$ cat src/rtl/accel_irq_pkg.sv
package accel_irq_pkg;

    localparam int REG_W      = 8;
    localparam int THS_W      = 7;
    localparam int DUR_W      = 7;
    localparam int NUM_GEN    = 2;
    localparam int NUM_AXIS   = 3;
    localparam int NUM_EVT    = 2 * NUM_AXIS;
    localparam int GEN_STRIDE = 4;

    localparam logic [REG_W-1:0] GEN_BASE   = 8'h30;
    localparam logic [REG_W-1:0] ROUTE_ADDR = 8'h38;

    localparam logic [1:0] OFS_CFG = 2'd0;
    localparam logic [1:0] OFS_SRC = 2'd1;
    localparam logic [1:0] OFS_THS = 2'd2;
    localparam logic [1:0] OFS_DUR = 2'd3;

    typedef struct packed {
        logic               use_and;
        logic               dir6_en;
        logic [NUM_EVT-1:0] evt_en;
    } chan_cfg_t;

endpackage

$ cat src/rtl/accel_axis_cmp.sv
module accel_axis_cmp #(
    parameter int SAMPLE_W = 8,
    parameter int THS_W    = 7
) (
    input  logic signed [SAMPLE_W-1:0] sample_i,
    input  logic        [THS_W-1:0]    ths_i,
    output logic                       above_o,
    output logic                       below_o
);
    localparam int MAG_W = ((SAMPLE_W + 1) > THS_W) ? (SAMPLE_W + 1) : THS_W;

    logic [MAG_W-1:0] ext_s;
    logic [MAG_W-1:0] mag_s;
    logic [MAG_W-1:0] ths_ext;

    always_comb begin
        ext_s   = MAG_W'(sample_i);
        mag_s   = sample_i[SAMPLE_W-1] ? (~ext_s + MAG_W'(1)) : ext_s;
        ths_ext = MAG_W'(ths_i);
        above_o = mag_s > ths_ext;
        below_o = !above_o;
    end

endmodule

$ cat src/rtl/accel_irq_gen.sv
module accel_irq_gen
    import accel_irq_pkg::*;
#(
    parameter int SAMPLE_W = 8
) (
    input  logic                       clk,
    input  logic                       rst_n,
    input  logic                       tick_i,
    input  logic signed [SAMPLE_W-1:0] smp_x_i,
    input  logic signed [SAMPLE_W-1:0] smp_y_i,
    input  logic signed [SAMPLE_W-1:0] smp_z_i,
    input  logic                       cfg_wr_i,
    input  logic                       ths_wr_i,
    input  logic                       dur_wr_i,
    input  logic        [REG_W-1:0]    wdata_i,
    input  logic                       src_rd_i,
    output logic        [REG_W-1:0]    cfg_o,
    output logic        [REG_W-1:0]    src_o,
    output logic        [REG_W-1:0]    ths_o,
    output logic        [REG_W-1:0]    dur_o,
    output logic                       ia_o
);
    typedef struct packed {
        chan_cfg_t          cfg;
        logic [THS_W-1:0]   ths;
        logic [DUR_W-1:0]   dur;
        logic [DUR_W-1:0]   cnt;
        logic [NUM_EVT-1:0] flags;
        logic               ia;
    } gen_state_t;

    gen_state_t st_d, st_q;

    logic signed [SAMPLE_W-1:0] axis_smp [NUM_AXIS];
    logic [NUM_AXIS-1:0]        axis_hi;
    logic [NUM_AXIS-1:0]        axis_lo;
    logic [NUM_EVT-1:0]         evt_now;
    logic [NUM_EVT-1:0]         evt_hit;
    logic                       any_en;
    logic                       qualify;
    logic                       dur_met;
    logic                       fire;

    assign axis_smp[0] = smp_x_i;
    assign axis_smp[1] = smp_y_i;
    assign axis_smp[2] = smp_z_i;

    for (genvar a = 0; a < NUM_AXIS; a++) begin : g_axis
        accel_axis_cmp #(
            .SAMPLE_W (SAMPLE_W),
            .THS_W    (THS_W)
        ) u_cmp (
            .sample_i (axis_smp[a]),
            .ths_i    (st_q.ths),
            .above_o  (axis_hi[a]),
            .below_o  (axis_lo[a])
        );
        assign evt_now[2*a]     = axis_lo[a];
        assign evt_now[2*a + 1] = axis_hi[a];
    end

    always_comb begin
        st_d    = st_q;
        evt_hit = evt_now & st_q.cfg.evt_en;
        any_en  = |st_q.cfg.evt_en;
        if (st_q.cfg.use_and) begin
            qualify = any_en && ((evt_now | ~st_q.cfg.evt_en) == {NUM_EVT{1'b1}});
        end else begin
            qualify = |evt_hit;
        end
        dur_met = st_q.cnt >= st_q.dur;
        fire    = tick_i && qualify && dur_met;

        if (tick_i) begin
            if (!qualify) begin
                st_d.cnt = '0;
            end else if (!dur_met) begin
                st_d.cnt = st_q.cnt + DUR_W'(1);
            end
        end

        if (src_rd_i) begin
            st_d.ia    = 1'b0;
            st_d.flags = '0;
        end
        if (fire && (!st_q.ia || src_rd_i)) begin
            st_d.ia    = 1'b1;
            st_d.flags = evt_hit;
        end

        if (cfg_wr_i) begin
            st_d.cfg = chan_cfg_t'(wdata_i);
            st_d.cnt = '0;
        end
        if (ths_wr_i) begin
            st_d.ths = wdata_i[THS_W-1:0];
            st_d.cnt = '0;
        end
        if (dur_wr_i) begin
            st_d.dur = wdata_i[DUR_W-1:0];
            st_d.cnt = '0;
        end
    end

    always_ff @(posedge clk or negedge rst_n) begin
        if (!rst_n) begin
            st_q <= '0;
        end else begin
            st_q <= st_d;
        end
    end

    assign cfg_o = REG_W'(st_q.cfg);
    assign src_o = {1'b0, st_q.ia, st_q.flags};
    assign ths_o = REG_W'(st_q.ths);
    assign dur_o = REG_W'(st_q.dur);
    assign ia_o  = st_q.ia;

    // the streak counter saturates at the duration value
    a_r6_cnt_bounded: assert property (@(posedge clk) disable iff (!rst_n)
        st_q.cnt <= st_q.dur);

    // the flag only rises on a sample strobe
    a_r6_rise_on_tick: assert property (@(posedge clk) disable iff (!rst_n)
        $rose(st_q.ia) |-> $past(tick_i));

    // with no enabled events a clear flag stays clear
    a_r5_no_enable_silent: assert property (@(posedge clk) disable iff (!rst_n)
        (!st_q.ia && st_q.cfg.evt_en == '0) |=> !st_q.ia);

    // flag and recorded event bits are set and cleared together
    a_r7_flags_with_ia: assert property (@(posedge clk) disable iff (!rst_n)
        st_q.ia == (st_q.flags != '0));

    // an acknowledging read without a sample clears the flag
    a_r8_read_clears: assert property (@(posedge clk) disable iff (!rst_n)
        (src_rd_i && !tick_i) |=> !st_q.ia);

    // in AND mode the recorded bits equal the enable mask
    a_r4_and_all_bits: assert property (@(posedge clk) disable iff (!rst_n)
        ($rose(st_q.ia) && $past(st_q.cfg.use_and)) |-> st_q.flags == $past(st_q.cfg.evt_en));

endmodule

$ cat src/rtl/accel_irq_top.sv
module accel_irq_top
    import accel_irq_pkg::*;
#(
    parameter int SAMPLE_W = 8
) (
    input  logic                       clk,
    input  logic                       rst_n,
    input  logic                       sample_valid,
    input  logic signed [SAMPLE_W-1:0] smp_x,
    input  logic signed [SAMPLE_W-1:0] smp_y,
    input  logic signed [SAMPLE_W-1:0] smp_z,
    input  logic                       reg_wr,
    input  logic                       reg_rd,
    input  logic        [REG_W-1:0]    reg_addr,
    input  logic        [REG_W-1:0]    reg_wdata,
    output logic        [REG_W-1:0]    reg_rdata,
    output logic        [NUM_GEN-1:0]  irq_o
);
    typedef struct packed {
        logic [NUM_GEN-1:0] route;
    } top_state_t;

    top_state_t st_d, st_q;

    logic [NUM_GEN-1:0] gen_hit;
    logic [NUM_GEN-1:0] gen_ia;
    logic [REG_W-1:0]   cfg_rd [NUM_GEN];
    logic [REG_W-1:0]   src_rd [NUM_GEN];
    logic [REG_W-1:0]   ths_rd [NUM_GEN];
    logic [REG_W-1:0]   dur_rd [NUM_GEN];
    logic               route_sel;

    assign route_sel = reg_addr == ROUTE_ADDR;

    for (genvar g = 0; g < NUM_GEN; g++) begin : g_chan
        localparam logic [REG_W-1:0] BASE = GEN_BASE + REG_W'(g * GEN_STRIDE);

        assign gen_hit[g] = reg_addr[REG_W-1:2] == BASE[REG_W-1:2];

        accel_irq_gen #(
            .SAMPLE_W (SAMPLE_W)
        ) u_gen (
            .clk      (clk),
            .rst_n    (rst_n),
            .tick_i   (sample_valid),
            .smp_x_i  (smp_x),
            .smp_y_i  (smp_y),
            .smp_z_i  (smp_z),
            .cfg_wr_i (reg_wr && gen_hit[g] && reg_addr[1:0] == OFS_CFG),
            .ths_wr_i (reg_wr && gen_hit[g] && reg_addr[1:0] == OFS_THS),
            .dur_wr_i (reg_wr && gen_hit[g] && reg_addr[1:0] == OFS_DUR),
            .wdata_i  (reg_wdata),
            .src_rd_i (reg_rd && gen_hit[g] && reg_addr[1:0] == OFS_SRC),
            .cfg_o    (cfg_rd[g]),
            .src_o    (src_rd[g]),
            .ths_o    (ths_rd[g]),
            .dur_o    (dur_rd[g]),
            .ia_o     (gen_ia[g])
        );

        assign irq_o[g] = gen_ia[g] && st_q.route[g];

        // a pin rises only after a sample or a routing write
        a_r10_pin_rise_cause: assert property (@(posedge clk) disable iff (!rst_n)
            $rose(irq_o[g]) |-> ($past(sample_valid) || $past(reg_wr && route_sel)));
    end

    always_comb begin
        st_d = st_q;
        if (reg_wr && route_sel) begin
            st_d.route = reg_wdata[NUM_GEN-1:0];
        end
    end

    always_ff @(posedge clk or negedge rst_n) begin
        if (!rst_n) begin
            st_q <= '0;
        end else begin
            st_q <= st_d;
        end
    end

    always_comb begin
        reg_rdata = '0;
        for (int g = 0; g < NUM_GEN; g++) begin
            if (gen_hit[g]) begin
                case (reg_addr[1:0])
                    OFS_CFG: reg_rdata = cfg_rd[g];
                    OFS_SRC: reg_rdata = src_rd[g];
                    OFS_THS: reg_rdata = ths_rd[g];
                    default: reg_rdata = dur_rd[g];
                endcase
            end
        end
        if (route_sel) begin
            reg_rdata = REG_W'(st_q.route);
        end
    end

endmodule

$ cat config.mk
export PLATFORM = sky130hd
export DESIGN_NAME = accel_irq_top
export DESIGN_NICKNAME = d
export VERILOG_FILES = /design/src/rtl/accel_irq_pkg.sv /design/src/rtl/accel_axis_cmp.sv /design/src/rtl/accel_irq_gen.sv /design/src/rtl/accel_irq_top.sv
export SDC_FILE = /design/constraint.sdc
export NUM_CORES = 1
export LEC_CHECK = 0
export ABC_AREA = 1
export ABC_CLOCK_PERIOD_IN_PS = 1900
export CAP_MARGIN = 10
export CORE_MARGIN = 2
export CORE_UTILIZATION = 53
export DETAILED_ROUTE_END_ITERATION = 8
export PLACE_DENSITY = 0.75
export RECOVER_POWER = 25
export SYNTH_ARGS = -nofsm -noshare
export SYNTH_HDL_FRONTEND = slang
export SYNTH_SLANG_ARGS = --single-unit
$ cat constraint.sdc
create_clock -name clk -period 1.9 [get_ports clk]
set_input_delay 0.38 -clock clk [delete_from_list [all_inputs] [get_ports clk]]
set_output_delay 0.38 -clock clk [all_outputs]
set_load 0.02 [all_outputs]
==> run metrics <==
clock buffer depth 2; crit path DAT 3.05 ns; Placer Congestion ~0.95; Vias/cell slightly below 6; number of buffers created by CTS 9; asr flop ratio synth between 90% and 100%; Netlist Area Pre-Place around 0.006 mm^2; commonest non-fill, non-tap cell in the layout nand2_1; core region area ~0.011 mm^2; Final ANT Viol Nets 0; CP Class in -> reg; first-pass GRT wire length ~33,000 um; worst hold path class reg -> reg; Worst-path clk slew 0.08 ns; HPWL after DPL ~14,000 um; status complete, but fails checks; share of layout cells above drive strength 1 ~40%; DRT iter0 DRCs around 700; antenna violations before repair 0; failing checks setup timing; antenna fix cells 0; most frequent cells in the layout nand2_1 (184), buf_4 (136), inv_1 (90); Multi-input gate area around 0.0043 mm^2; Final Max Slew Viols 0; register bit total from synthesis 74; Die Span X approximately 110 um; routed wire length per instance ~19 um; Leakage approximately 4.3 nW; final period utilization 148%; vias in the first global route approximately 6,900; largest net degree at the start of global routing 63; via count 6,878; worst reg-to-reg path cell count 18; final net count ~1,100; Rows 38; pwr/cell area ~540 mW/mm^2; P&R area growth vs syn 51.6%; fillers just over 600; final worst setup slack -0.903 ns; sequential share of the synthesized area a little under a third; Overall Global Routing Usage 35.6%; Root Driver clkbuf_8; Worst Hold Depth 2; DR pass1 iterations 8; RSZ-0062 raised after global routing yes; Die Ht 109 um; Ports 55; Initial Utilization 54.1%; CP Capture Type flop; non-filler cells, final 1,164; CTS tree built; total grt overflow 0; routed wire length between 20,000 and 25,000 um; number of enable flip-flop cells after synthesis 0; Total Power approximately 0.0048 W; DRC Markers 0; Max-cap violations 0; # setup viols final 35; CP required roughly 2.2 ns; syn nets around 920; clock sink count 74; Final min period about 2.8 ns; CP Launch Type input pin; average size of a mapped cell between 7 and 8 um^2; Cell variety after synth 43; peak supply drop about 550 uV; Setup Skew about 0.013 ns; number of port buffers 54; Sequential Area ~0.0019 mm^2; Post-Syn Instances between 800 and 900; final hold vios 0; Die ar. approximately 0.012 mm^2; Slew Limit Headroom between 30% and 40%; critical path peak fanout 5; warning count from the yosys run 0; Fmax ~360 MHz; top_reg_cell synth dfrtp_1; H-tree Lvls 3; worst-margin pin slew 1.00 ns; clk_lat worst skew between 0.3 and 0.4 ns; Placed Instances ~1,100
-- where the power goes --
group | leakage, nW | internal, W | switching (W)
clock network | 0.0856 | 0.000604 | 0.000623
registers | 1.02 | 0.00166 | 0.0000819
logic | 3.24 | 0.000772 | 0.00106
total | 4.34 | 0.00304 | 0.00176
-- area by class of cell --
type | count | share of cell area, %
flip-flops and latches | 74 | 20.8
inverters | 129 | 6.09
clock inverters | 4 | 0.605
well taps | 140 | 1.97
clock buffers | 11 | 1.48
multi-input cells | 598 | 48.9
repair buffers | 208 | 20.1
-- worst max-delay path, cell delays in order --
cell and delay (ns):
dlygate4sd2_1 0.26, nor2_2 0.12, inv_2 0.08, o21ai_4 0.15, xnor2_2 0.11, ha_4 0.30
nand2_2 0.06, nor2_2 0.15, nand2_1 0.10, nand3_1 0.09, nand2_1 0.07, nand2_1 0.08
nand2_2 0.11, nand3_1 0.09, nand2_1 0.05, nor2_1 0.12, nand2_1 0.11, nand2_4 0.13
nand3_4 0.12, nand2_4 0.18, inv_2 0.06, nand2_1 0.07, nand2_1 0.05
-- worst paths after layout --
kind | end | slack, ns | startpoint
min in group asynchronous | g_chan[0].u_gen.st_q[10]$_DFFE_PN0P_ | 0.59 | rst_n
setup reg to reg | g_chan[1].u_gen.st_q[12]$_DFFE_PN0P_ | -0.82 | g_chan[1].u_gen.ths_o[4]$_DFFE_PN0P_
hold reg to reg | g_chan[1].u_gen.dur_o[1]$_DFFE_PN0P_ | 0.50 | g_chan[1].u_gen.dur_o[1]$_DFFE_PN0P_
setup / recovery | g_chan[1].u_gen.st_q[12]$_DFFE_PN0P_ | -0.90 | smp_y[2]
max in group asynchronous | g_chan[1].u_gen.ths_o[0]$_DFFE_PN0P_ | 0.27 | rst_n
hold / removal | g_chan[1].u_gen.dur_o[1]$_DFFE_PN0P_ | 0.50 | g_chan[1].u_gen.dur_o[1]$_DFFE_PN0P_
-- synth_stat cells, types with 2 or more instances --
| cell type | count | share of area [%] |
|---|---|---|
| ha_1 | 61 | 13 |
| nand2_1 | 230 | 15 |
| nand4_1 | 8 | 0.85 |
| nand3_1 | 54 | 4.6 |
| nor3_2 | 3 | 0.51 |
| nor3_1 | 11 | 0.94 |
| or2_2 | 3 | 0.32 |
| inv_2 | 7 | 0.45 |
| nor2_2 | 8 | 0.85 |
| a221oi_1 | 14 | 2.1 |
| inv_1 | 120 | 7.7 |
| nand3_2 | 7 | 1.2 |
| nor2_1 | 43 | 2.8 |
| nand2_2 | 10 | 1.1 |
| xnor2_1 | 6 | 0.90 |
| o221ai_1 | 4 | 0.60 |
| xor2_1 | 12 | 1.8 |
| clkbuf_1 | 9 | 0.58 |
| nand4_2 | 3 | 0.64 |
| nand2_4 | 2 | 0.38 |
| a21oi_1 | 33 | 2.8 |
| dfrtp_1 | 74 | 32 |
| clkbuf_8 | 2 | 0.47 |
| or2_0 | 3 | 0.32 |
| o21ai_0 | 64 | 5.5 |
| nor4_1 | 2 | 0.21 |
| o22ai_1 | 3 | 0.32 |
-- what timing repair did --
action / 4_1_cts / 5_1_grt
setup endpoints to repair: 42 / 37
pin swaps: 92 / 61
hold endpoints to repair: 12 / 0
hold buffers: 1 / 0
buffers inserted: 19 / 14
cloned: 2 / 0
resized for setup: 276 / 78
-- state kept, by name (all words and copies together) (netlist names) --
signal / count
g_chan.u_gen.cfg_o: 16
g_chan.u_gen.src_o: 12
st_q: 2
g_chan.u_gen.dur_o: 14
g_chan.u_gen.ia_o: 2
g_chan.u_gen.ths_o: 14
g_chan.u_gen.st_q: 14
-- cells by family (layout without fill, tap and decap cells) --
group                    count (synthesis)  after routing  share of synthesized area [%]
buffers and inverters                  142            352                           9.60
adder cells (fa/ha/maj)                 61             61                           13.0
XOR/XNOR                                18             18                           2.69
AO/OA/AOI/OAI                          124            124                           12.1
AND/OR/NAND/NOR                        393            395                           31.0
flip-flops                              74             74                           31.6
-- layer usage --
layer / vias up / track usage, % / routed length [um]
li1: 3086 / - / -
met1: 3255 / 42.1 / 8370
met2: 416 / 62.3 / 11100
met3: 121 / 5.20 / 1700
met4: 0 / 18.6 / 1380
met5: - / 0 / 0
-- stage by stage --
stage	worst slack [ns]	hold slack [ns]	TNS, ns	util [%]	area (um^2)
after floorplan	-0.685	0.0844	-17.15	-	5990
after global placement	-1.58	0.293	-62.07	70.0	7590
after detailed placement	-1.83	0.293	-68.19	70.0	7590
after CTS	-0.785	0.445	-20.24	78.6	8520
after global routing	-1.09	0.544	-29.61	82.0	8890
final	-0.903	0.502	-24.52	82.0	8890
Note: power is estimated with default switching activity, not from simulation.
